$ cat src/rtl/sha1_regmap_pkg.sv
package sha1_regmap_pkg;

    localparam int WORD_W = 32;
    localparam int ADDR_W = 8;

    localparam logic [ADDR_W-1:0] A_ID0  = 8'h00;
    localparam logic [ADDR_W-1:0] A_ID1  = 8'h01;
    localparam logic [ADDR_W-1:0] A_VER  = 8'h02;
    localparam logic [ADDR_W-1:0] A_CTRL = 8'h08;
    localparam logic [ADDR_W-1:0] A_STAT = 8'h09;
    localparam logic [ADDR_W-1:0] A_BLK  = 8'h10;
    localparam logic [ADDR_W-1:0] A_DIG  = 8'h20;

    localparam logic [WORD_W-1:0] ID_WORD0 = 32'h5348_4131;
    localparam logic [WORD_W-1:0] ID_WORD1 = 32'h2020_2020;
    localparam logic [WORD_W-1:0] VER_WORD = 32'h302E_3530;

    typedef struct packed {
        logic              sel;
        logic              wr;
        logic [ADDR_W-1:0] addr;
        logic [WORD_W-1:0] data;
    } host_req_t;

    typedef struct packed {
        logic init;
        logic next;
    } cmd_t;

    function automatic logic in_window(input logic [ADDR_W-1:0] a,
                                       input logic [ADDR_W-1:0] base,
                                       input int n);
        return (int'(a) >= int'(base)) && (int'(a) < int'(base) + n);
    endfunction

endpackage

$ cat src/rtl/sha1_cmd_pulse.sv
module sha1_cmd_pulse
    import sha1_regmap_pkg::*;
(
    input  logic      clk,
    input  logic      rst,
    input  host_req_t req,
    output cmd_t      cmd
);
    logic ctrl_wr;
    assign ctrl_wr = req.sel && req.wr && (req.addr == A_CTRL);

    always_ff @(posedge clk or posedge rst) begin
        if (rst) begin
            cmd <= '0;
        end else begin
            cmd.init <= ctrl_wr && req.data[0];
            cmd.next <= ctrl_wr && req.data[1];
        end
    end


    init_follows_write_chk: assert property (@(posedge clk) disable iff (rst)
        ctrl_wr && req.data[0] |=> cmd.init);

    next_follows_write_chk: assert property (@(posedge clk) disable iff (rst)
        ctrl_wr && req.data[1] |=> cmd.next);
endmodule

$ cat src/rtl/sha1_block_bank.sv
module sha1_block_bank
    import sha1_regmap_pkg::*;
#(
    parameter int NW = 16,
    parameter int W  = WORD_W,
    parameter logic [ADDR_W-1:0] BASE = A_BLK
) (
    input  logic          clk,
    input  logic          rst,
    input  host_req_t     req,
    output logic [NW*W-1:0] block
);
    for (genvar i = 0; i < NW; i++) begin : g_word
        localparam logic [ADDR_W-1:0] MY_ADDR = BASE + ADDR_W'(i);
        logic hit;
        assign hit = req.sel && req.wr && (req.addr == MY_ADDR);
        always_ff @(posedge clk or posedge rst) begin
            if (rst) begin
                block[(NW-i)*W-1 -: W] <= '0;
            end else if (hit) begin
                block[(NW-i)*W-1 -: W] <= req.data[W-1:0];
            end
        end
    end
endmodule

$ cat src/rtl/sha1_read_mux.sv
module sha1_read_mux
    import sha1_regmap_pkg::*;
#(
    parameter int NW = 16,
    parameter int ND = 5,
    parameter int W  = WORD_W
) (
    input  host_req_t       req,
    input  logic [NW*W-1:0] block,
    input  logic [ND*W-1:0] digest,
    input  logic            ready,
    input  logic            dvalid,
    output logic [W-1:0]    rdata
);
    localparam int BI_W = $clog2(NW);
    localparam int DI_W = (ND > 1) ? $clog2(ND) : 1;

    logic [ADDR_W-1:0] boff, doff;
    logic [BI_W-1:0]   bidx;
    logic [DI_W-1:0]   didx;

    assign boff = req.addr - A_BLK;
    assign doff = req.addr - A_DIG;
    assign bidx = boff[BI_W-1:0];
    assign didx = doff[DI_W-1:0];

    always_comb begin
        rdata = '0;
        if (req.sel && !req.wr) begin
            if (req.addr == A_ID0)                 rdata = ID_WORD0[W-1:0];
            else if (req.addr == A_ID1)            rdata = ID_WORD1[W-1:0];
            else if (req.addr == A_VER)            rdata = VER_WORD[W-1:0];
            else if (req.addr == A_STAT)           rdata = {{(W-2){1'b0}}, dvalid, ready};
            else if (in_window(req.addr, A_BLK, NW)) rdata = block[(NW-1-int'(bidx))*W +: W];
            else if (in_window(req.addr, A_DIG, ND)) rdata = digest[(ND-1-int'(didx))*W +: W];
        end
    end
endmodule

$ cat src/rtl/sha1_host_regs.sv
module sha1_host_regs
    import sha1_regmap_pkg::*;
#(
    parameter int NW = 16,
    parameter int ND = 5
) (
    input  logic                 clk,
    input  logic                 rst,
    input  logic                 cs,
    input  logic                 we,
    input  logic [ADDR_W-1:0]    addr,
    input  logic [WORD_W-1:0]    wdata,
    output logic [WORD_W-1:0]    rdata,
    output logic                 core_init,
    output logic                 core_next,
    output logic [NW*WORD_W-1:0] core_block,
    input  logic                 core_ready,
    input  logic [ND*WORD_W-1:0] core_digest,
    input  logic                 core_digest_valid
);
    host_req_t req;
    cmd_t      cmd;

    assign req = '{sel: cs, wr: we, addr: addr, data: wdata};

    sha1_cmd_pulse u_cmd (
        .clk (clk),
        .rst (rst),
        .req (req),
        .cmd (cmd)
    );

    sha1_block_bank #(.NW(NW), .W(WORD_W), .BASE(A_BLK)) u_bank (
        .clk   (clk),
        .rst   (rst),
        .req   (req),
        .block (core_block)
    );

    sha1_read_mux #(.NW(NW), .ND(ND), .W(WORD_W)) u_rmux (
        .req    (req),
        .block  (core_block),
        .digest (core_digest),
        .ready  (core_ready),
        .dvalid (core_digest_valid),
        .rdata  (rdata)
    );

    assign core_init = cmd.init;
    assign core_next = cmd.next;

    logic live_q;
    always_ff @(posedge clk or posedge rst) begin
        if (rst) live_q <= 1'b0;
        else     live_q <= 1'b1;
    end


    no_stray_init_chk: assert property (@(posedge clk) disable iff (rst)
        live_q && core_init |-> $past(cs && we && addr == A_CTRL && wdata[0]));

    no_stray_next_chk: assert property (@(posedge clk) disable iff (rst)
        live_q && core_next |-> $past(cs && we && addr == A_CTRL && wdata[1]));

    top_word_load_chk: assert property (@(posedge clk) disable iff (rst)
        live_q && $past(cs && we && addr == A_BLK)
        |-> core_block[NW*WORD_W-1 -: WORD_W] == $past(wdata));

    idle_read_zero_chk: assert property (@(posedge clk) disable iff (rst)
        (!cs || we) |-> rdata == '0);

    status_read_chk: assert property (@(posedge clk) disable iff (rst)
        cs && !we && addr == A_STAT |-> rdata[1:0] == {core_digest_valid, core_ready});
endmodule

$ cat config.mk
export PLATFORM = sky130hd
export DESIGN_NAME = sha1_host_regs
export DESIGN_NICKNAME = d
export VERILOG_FILES = /design/src/rtl/sha1_regmap_pkg.sv /design/src/rtl/sha1_cmd_pulse.sv /design/src/rtl/sha1_block_bank.sv /design/src/rtl/sha1_read_mux.sv /design/src/rtl/sha1_host_regs.sv
export SDC_FILE = /design/constraint.sdc
export NUM_CORES = 1
export LEC_CHECK = 0
export BUFFER_PORTS_ARGS = -buffer_cell sky130_fd_sc_hd__buf_2
export CAP_MARGIN = 20
export CORE_AREA = 3 3 291 293
export CTS_CLUSTER_DIAMETER = 40
export DETAILED_ROUTE_END_ITERATION = 10
export DIE_AREA = 0 0 294 296
export GPL_TIMING_DRIVEN = 1
export PLACE_DENSITY_LB_ADDON = 0.3
export SYNTH_ARGS = -nofsm -noshare
export SYNTH_HDL_FRONTEND = slang
export SYNTH_SLANG_ARGS = --single-unit
$ cat constraint.sdc
create_clock -name clk -period 21.4 [get_ports clk]
set_input_delay 1.07 -clock clk [delete_from_list [all_inputs] [get_ports clk]]
set_output_delay 1.07 -clock clk [all_outputs]
set_load 0.03 [all_outputs]
==> results of run 1 <==
cell usage after synthesis (all sizes together) (18+ instances only):
| cell type | count |
|---|---|
| mux2 | 532 |
| dfrtp | 514 |
| mux4 | 138 |
| buf | 97 |
| clkbuf | 62 |
| mux2i | 61 |
| o21ai | 38 |
| nand2 | 30 |
| nor2 | 30 |
| a31oi | 22 |
| o22ai | 18 |
per-stage QoR:
step,hold slack [ns],total power [W],instances
after floorplan,0.702,0.00121,1704
after global placement,0.490,0.00132,3398
after detailed placement,0.503,0.00132,3401
after CTS,0.515,0.00278,3560
after global routing,0.538,0.00284,3563
final,0.517,0.00276,3570
cells by family after synthesis:
family,Yosys count
AOI/OAI and AO/OA,171
xor gates and xnor gates,2
adders and majority gates,5
buffers and inverters,165
DFF,514
muxes,731
and+or+nand+nor,116
registers in the layout (all words and copies together) (netlist names):
register	cells
u_bank.block	512
u_cmd.cmd	2
power by group:
part	switching [W]	internal (W)
logic	0.000189	0.0000955
registers	0.0000220	0.00100
clock network	0.000521	0.000928
total	0.000732	0.00202
metal layers:
metal / global-route usage / vias to the layer above / share of wire
li1: - / 7949 / -
met1: 0.323 / 10400 / 0.41
met2: 0.423 / 855 / 0.49
met3: 0.0642 / 204 / 0.070
met4: 0.103 / 2 / 0.036
met5: 0 / - / 0.00011
final timing paths:
| path | cells after the start | slack, ns | startpoint | to |
|---|---|---|---|---|
| max | 9 | 15.57 | addr[0] | rdata[31] |
| min | 1 | 0.52 | u_bank.block[220] | u_bank.block[220] |
| max reg2reg | 1 | 20.41 | u_bank.block[127] | u_bank.block[127] |
| min reg2reg | 1 | 0.52 | u_bank.block[220] | u_bank.block[220] |
| max in group asynchronous | 4 | 18.43 | rst | u_bank.block[92] |
| min in group asynchronous | 2 | 0.64 | rst | u_bank.block[395] |
final cells by class:
cell class | count | area [um^2] | area share
Tap cell | 1070 | 1340 | 0.0403
Clock inverter | 42 | 639 | 0.0193
Clock buffer | 117 | 2400 | 0.0723
Inverter | 6 | 30.0 | 0.000904
Multi-Input combinational cell | 1025 | 11800 | 0.355
Antenna cell | 9 | 22.5 | 0.000678
Timing Repair Buffer | 787 | 4110 | 0.124
Sequential cell | 514 | 12900 | 0.387
==> metrics, run 1 <==
status=finished, final reports clean; Pwr per Cell Area=83.0 nW/um^2; via-per-instance ratio=5.43; Yosys top cell area share=0.502; most frequent cells in the layout=buf_2, dfrtp_1, mux2_2; Die W=between 200 and 300 um; IO Pins=752; routed vias=19.4k; Async S/R FF share, synth=1.00; DR WL/cell=between 30 and 40 um; Core ar.=82100 um^2; placed instance area=about 30000 um^2; drt first-iter violations=approximately 1.4k; fill cell count=7737; Root Buffer=clkbuf_16; clock latency on the worst-skew pair=0.65 ns; worst-path cell chain=buf_8, inv_2, ha_2, o21ba_2, o211ai_1, and2_1, o21ai_0, a21oi_1, buf_2; crit path buf inv count=3; leak pwr=17.5 nW; largest family of logic cells by synthesized area=multiplexers; multiplexer share of the synthesized area=0.381; Worst Path Required=between 20 and 25 ns; pre-CTS WS=15.54 ns; Min Clock Period, post-route=approximately 6 ns; vias in the first global route=20.6k; Adder-Cell Fraction of Synth Area=0.00244; CP max-delay cell=and2_1; H-tree levels=3; CP Max Fanout=53; dominant cell type by area after synthesis=dfrtp_1; Final Worst Setup Slack=about 16 ns; ranking of synthesized cells by area=dfrtp_1, mux2_2, mux4_2, mux2i_1, buf_6; drc violations=0; Synth Area in Compound Gates=0.0458; Netlist cell types=60; DIE HEIGHT=296 um; TritonCTS buffer count=88; max frequency=between 150 and 200 MHz; RSZ-0062 raised after global routing=no; drt pass-1 iters=5; Mapped Cells=1704; Port-buffer cells=751; commonest non-fill, non-tap cell in the layout=buf_2; Setup Viol. Count Final=0; post-route ant nets=0; CTS tree=yes; RD Place Congestion=about 0.87; largest net degree at the start of global routing=126; Final Max Tran Viols=0; Tcrit/Tclk final=0.273; Worst Skew=0 ns; Yosys reg bits=514; initial core utilization=0.312; Synth Cell Area=25600 um^2; post-synthesis simple-gate area fraction=0.0269; min-delay worst type=reg -> reg; post-synthesis sequential area ratio=0.502; Worst-Margin Slew=1.04 ns; cts-stage hold buffer count=0; aggregate global-route resource usage=0.256; initial antenna violation count=5; CP Class=in -> out; clock sink count=514; die area=87000 um^2; relative slew slack=0.303; maximum vdd drop=0.0609 mV; Area Overhead vs Synth=29.6%; final cell utilization of the core=0.404; layout cell share with drive strength beyond 1=0.648; Final #Nets=2633; TNS Setup=0 ns; design area=33200 um^2; total grt overflow=0; Max clock buf depth=3; Resized Gates After CTS=0; syn_nets=1915; Post-Route WL=~110000 um; Setup Buffers After CTS=0; Synth Area in XOR/XNOR=0.00171; CP delay by family, top=compound AO/OA/AOI/OAI gates; critical path launch point type=primary input; number of flops mapped to enable cells by yosys=0; syn_area_per_cell=15.0 um^2; endpoint class of the critical path=primary output; maxcap violations=0; post-DP HPWL=~82000 um; worst path arrival time=4.76 ns; Synthesis Warnings=0; CTS clk-pin slew, worst paths=0.05 ns; FP Rows=105; first-pass GRT wire length=159000 um; worst stage delay on the critical path=0.76 ns; final hold violation count=0; ys flop type=dfrtp_1
(Power assumes the default switching activity.)
==> run 2, diff against run 1 <==
==> constraint.sdc (replaced) <==
create_clock -name clk -period 5.8 [get_ports clk]
set_input_delay 0.29 -clock clk [delete_from_list [all_inputs] [get_ports clk]]
set_output_delay 0.29 -clock clk [all_outputs]
set_load 0.03 [all_outputs]
==> run 2 against run 1 <==
Against the previous run:
- global-route usage fell by 0.21 points
- die area did not move
- flip-flop and latch count did not move
==> metrics, run 2 (synthesized netlist as in run 1, its figures left out) <==
Resized Gates After CTS=0; Final Max Tran Viols=0; Combinational Power Share=0.102; post-route ant nets=0; CTS tree=yes; worst path arrival time=3.72 ns; aggregate global-route resource usage=0.254; vias in the first global route=20.6k; DR WL/cell=31.8 um; Final #Nets=2635; drt first-iter violations=1132; die area=87000 um^2; FP Rows=105; Tcrit/Tclk final=0.691; most frequent cells in the layout=buf_2, dfrtp_1, mux2_2; Area Overhead vs Synth=30.3%; initial core utilization=0.312; TNS Setup=0 ns; final cell utilization of the core=0.406; RSZ-0062 raised after global routing=no; Flop pwr share=0.370; RD Place Congestion=~0.92; CP Class=in -> out; CP Max Fanout=52; clock latency on the worst-skew pair=around 0.61 ns; Post-Route WL=114000 um; drc violations=0; Min Clock Period, post-route=4.01 ns; H-tree levels=3; TritonCTS buffer count=87; status=finished, final reports clean; post-DP HPWL=82500 um; Final Power=between 0.01 and 0.015 W; NetSw=0.00274 W; maxcap violations=0; Worst-Margin Slew=1.10 ns; drt pass-1 iters=5; min-delay worst type=in -> reg; relative slew slack=0.261; Clock Power Share=0.528; final hold violation count=0; initial antenna violation count=9; Largest regs=u_bank.block (512), u_cmd.cmd (2); Core ar.=approximately 82000 um^2; CTS clk-pin slew, worst paths=0.05 ns; largest net degree at the start of global routing=180; Max clock buf depth=3; Root Buffer=clkbuf_16; via-per-instance ratio=5.43; commonest non-fill, non-tap cell in the layout=buf_2; Port-buffer cells=751; register name with the most flops=u_bank.block; maximum vdd drop=0.246 mV; Setup Viol. Count Final=0; total grt overflow=0; Die W=294 um; max reg flops=512; first-pass GRT wire length=roughly 160000 um; Worst Path Required=5.51 ns; leak pwr=17.6 nW; IO Pins=between 700 and 800; Worst Skew=0 ns; Pwr per Cell Area=306 nW/um^2; endpoint class of the critical path=primary output; clock sink count=514; Worst Hold Slack=0.0979 ns; routed vias=19.4k; layout cell share with drive strength beyond 1=0.654; sw frac=0.268; DIE HEIGHT=296 um; critical path launch point type=primary input; max frequency=~250 MHz; Int Pwr=0.00746 W
-- run 2: power by group through the flow --
stage | combinational [W] | clock, W | sequential (W)
finish | 0.00104 | 0.00539 | 0.00377
CTS | 0.00105 | 0.00550 | 0.00377
global placement | 0.00104 | 0 | 0.00382
floorplan | 0.000448 | 0 | 0.00400
global route | 0.00111 | 0.00566 | 0.00378
detailed placement | 0.00105 | 0 | 0.00383
-- run 2: layer usage --
metal,up-vias,part of all wire,GRT usage
li1,7968,-,-
met1,10300,0.39,0.312
met2,875,0.49,0.427
met3,203,0.081,0.0699
met4,6,0.038,0.0964
met5,-,0.00036,0
-- run 2: critical path, cell delays in order --
cell     delay, ns
buf_8         0.42
inv_2         0.33
ha_2          0.43
xnor2_4       0.76
nor3_2        0.26
buf_6         0.23
a22o_1        0.23
a211o_1       0.30
o211a_1       0.15
buf_2         0.19
-- run 2: layout make-up --
type | count | area [um^2]
sequential | 514 | 12900
multi-input combinational | 1025 | 11800
clock buffer | 101 | 2330
tap | 1070 | 1340
timing repair buffer | 790 | 4210
inverter | 6 | 26.3
fill | 7713 | 48700
clock inverter | 61 | 783
antenna | 4 | 10.0
-- run 2: path summary, 6_finish.rpt --
check | from | end | slack, ns | depth (start not counted)
max in group asynchronous | rst | u_bank.block[224] | 3.96 | 4
min in group asynchronous | rst | u_bank.block[462] | 0.33 | 3
hold / removal | wdata[0] | u_cmd.cmd[1] | 0.1 | 2
hold reg to reg | u_bank.block[382] | u_bank.block[382] | 0.52 | 1
setup / recovery | addr[0] | rdata[0] | 1.79 | 10
setup reg to reg | u_bank.block[112] | u_bank.block[112] | 4.92 | 1
-- run 2: repair_timing --
item	4_1_cts	5_1_grt
endpoints found under the hold margin	22	0
buffers inserted	0	0
hold buffers	1	0
-- run 2: per-stage QoR --
step | setup slack [ns] | cell area, um^2 | instances
floorplan | -1.47 | 25600 | 1704
global placement | 1.61 | 30100 | 3399
detailed placement | 1.80 | 30200 | 3403
CTS | 1.80 | 33300 | 3566
global route | 1.58 | 33400 | 3569
finish | 1.79 | 33400 | 3571
==> run 3, diff against run 2 <==
--- a/config.mk
+++ b/config.mk
@@ -5,12 +5,13 @@
 export SDC_FILE = /design/constraint.sdc
 export NUM_CORES = 1
 export LEC_CHECK = 0
+export ABC_AREA = 1
 export BUFFER_PORTS_ARGS = -buffer_cell sky130_fd_sc_hd__buf_2
 export CAP_MARGIN = 20
-export CORE_AREA = 3 3 291 293
+export CORE_AREA = 3 3 288 290
 export CTS_CLUSTER_DIAMETER = 40
 export DETAILED_ROUTE_END_ITERATION = 10
-export DIE_AREA = 0 0 294 296
+export DIE_AREA = 0 0 291 293
 export GPL_TIMING_DRIVEN = 1
 export PLACE_DENSITY_LB_ADDON = 0.3
 export SYNTH_ARGS = -nofsm -noshare
==> constraint.sdc (replaced) <==
create_clock -name clk -period 4.15 [get_ports clk]
set_input_delay 0.2075 -clock clk [delete_from_list [all_inputs] [get_ports clk]]
set_output_delay 0.2075 -clock clk [all_outputs]
set_load 0.03 [all_outputs]
==> run 3 against run 2 <==
Against the previous run:
- hold slack better by 0.048 ns
- combinational power increased by 61%
- largest power group unchanged
- non-clock buffer count increased by 21
- global-route usage is 3.3 points higher
- final cell count increased by 43%
- largest cell class unchanged
==> metrics, run 3 <==
status=finished, final reports clean; Min Clock Period, post-route=3.57 ns; worst path arrival time=3.36 ns; drt pass-1 iters=6; most used cell, CP=nand2_1; Resized Gates After CTS=0; dominant cell type by area after synthesis=dfrtp_1; initial core utilization=0.310; ys flop type=dfrtp_1; Pwr per Cell Area=about 460 nW/um^2; syn_area_per_cell=7.52 um^2; Largest regs=u_bank.block (512), u_cmd.cmd (2); placed instance area=between 20000 and 30000 um^2; DIE HEIGHT=293 um; Post-synth top cells=nand2_1, o21ai_0, dfrtp_1, nand3_1, clkbuf_1; Async S/R FF share, synth=1.00; FP Rows=104; Final Max Tran Viols=0; Final #Nets=4180; Worst Path Required=between 3 and 4 ns; final hold violation count=0; die area=85300 um^2; Root Buffer=clkbuf_16; Die W=between 200 and 300 um; CP Max Fanout=154; commonest non-fill, non-tap cell in the layout=nand2_1; number of flops mapped to enable cells by yosys=0; most common cell in the synthesized netlist=nand2_1; Clock Power Share=0.544; CTS tree=yes; design area=33100 um^2; CP Class=in -> out; Tcrit/Tclk final=0.859; post-synthesis sequential area ratio=0.515; crit path buf inv count=4; Final Power=roughly 0.015 W; vias in the first global route=24.8k; Area Overhead vs Synth=32.4%; syn_nets=3532; clock sink count=514; cts-stage hold buffer count=1; ranking of synthesized cells by area=dfrtp_1, nand2_1, o21ai_0, nand3_1, clkbuf_1; TNS Setup=0 ns; total grt overflow=0; H-tree levels=3; TritonCTS buffer count=92; RD Place Congestion=1.00; Core ar.=80500 um^2; critical path launch point type=primary input; first-pass GRT wire length=182000 um; drc violations=0; CP max-delay cell=a21oi_1; endpoint class of the critical path=primary output; DR WL/cell=24.9 um; Synth Cell Area=25000 um^2; maximum vdd drop=0.332 mV; CP delay by family, top=simple AND/OR/NAND/NOR gates; worst stage delay on the critical path=approximately 0.54 ns; NetSw=0.00420 W; Max clock buf depth=3; Combinational Power Share=0.110; Worst-Margin Slew=1.11 ns; fill cell count=8369; largest net degree at the start of global routing=155; drt first-iter violations=2743; Synthesis Warnings=0; routed vias=between 20k and 30k; Int Pwr=around 0.011 W; worst-path cell chain=buf_8, inv_8, buf_12, nand2_1, nand3_1, nand2_1, nand2_1, nand4_1, nand2_1, nand2_1, a21oi_1, buf_2; relative slew slack=0.255; Worst Skew=0 ns; max reg flops=512; aggregate global-route resource usage=0.287; Yosys reg bits=514; Reg2Reg Setup Slack=3.33 ns; most frequent cells in the layout=nand2_1, buf_2, o21ai_0; post-route ant nets=0; via-per-instance ratio=5.21; Port-buffer cells=751; Netlist cell types=35; register name with the most flops=u_bank.block; leak pwr=17.0 nW; maxcap violations=0; Yosys top cell area share=0.515; initial antenna violation count=10; Setup Buffers After CTS=0; max frequency=280 MHz; CTS clk-pin slew, worst paths=0.05 ns; IO Pins=between 700 and 800; Setup Viol. Count Final=0; sw frac=0.276; post-DP HPWL=approximately 94000 um; min-delay worst type=in -> reg; Mapped Cells=~3.3k; layout cell share with drive strength beyond 1=0.248; Flop pwr share=0.347; RSZ-0062 raised after global routing=no; Worst Hold Slack=0.146 ns; clock latency on the worst-skew pair=0.64 ns; Post-Route WL=127000 um
run 3: worst reg2reg max path: cells and delay by family, from the launching register on:
family	cells	cell delay, ns
flops	1	0.48
compound gates	1	0.08
simple gates	1	0.10
run 3: cells by family after synthesis:
family	Yosys count	share of synthesized area
and+or+nand+nor	1754	0.281
AOI/OAI and AO/OA	730	0.150
DFF	514	0.515
buffers and inverters	318	0.0508
adders and majority gates	5	0.00250
run 3: routing by layer:
metal	global-route usage	routed length (um)	vias up	part of all wire
met5	0	0	-	0
met4	0.128	5890	0	0.046
met3	0.0619	10800	239	0.085
met2	0.449	58100	1377	0.46
met1	0.384	52400	12800	0.41
li1	-	-	12200	-
run 3: per-stage QoR:
step                utilization  setup WS [ns]  std cells
floorplan                     -          -3.04       3321
global placement          0.368          0.720       4934
detailed placement        0.368          0.754       4934
CTS                       0.410          0.765       5098
global route              0.411          0.575       5102
finish                    0.411          0.583       5107
run 3: path summary, 6_finish.rpt:
path	startpoint	endpoint	cells after the start
min reg2reg	u_bank.block[296]	u_bank.block[296]	2
max in group asynchronous	rst	u_bank.block[292]	4
min in group asynchronous	rst	u_bank.block[411]	3
min	wdata[6]	u_bank.block[230]	3
max reg2reg	u_bank.block[143]	u_bank.block[143]	2
max	addr[0]	rdata[25]	12
run 3: area by class of cell:
type / instances / area [um^2] / area share
Clock inverter: 53 / 917 / 0.0277
Inverter: 61 / 245 / 0.00741
Timing Repair Buffer: 811 / 4370 / 0.132
Antenna cell: 9 / 22.5 / 0.000681
Sequential cell: 514 / 12900 / 0.389
Clock buffer: 110 / 2470 / 0.0747
Tap cell: 1060 / 1330 / 0.0401
Multi-Input combinational cell: 2489 / 10900 / 0.329
run 3: power by group through the flow:
| stage | clock network [W] | logic [W] | registers [W] |
|---|---|---|---|
| 6_report | 0.00828 | 0.00167 | 0.00528 |
| 5_1_grt | 0.00863 | 0.00180 | 0.00529 |
| 4_1_cts | 0.00838 | 0.00167 | 0.00527 |
| 3_5_place_dp | 0 | 0.00167 | 0.00535 |
| 3_3_place_gp | 0 | 0.00166 | 0.00535 |
| 2_1_floorplan | 0 | 0.000681 | 0.00560 |
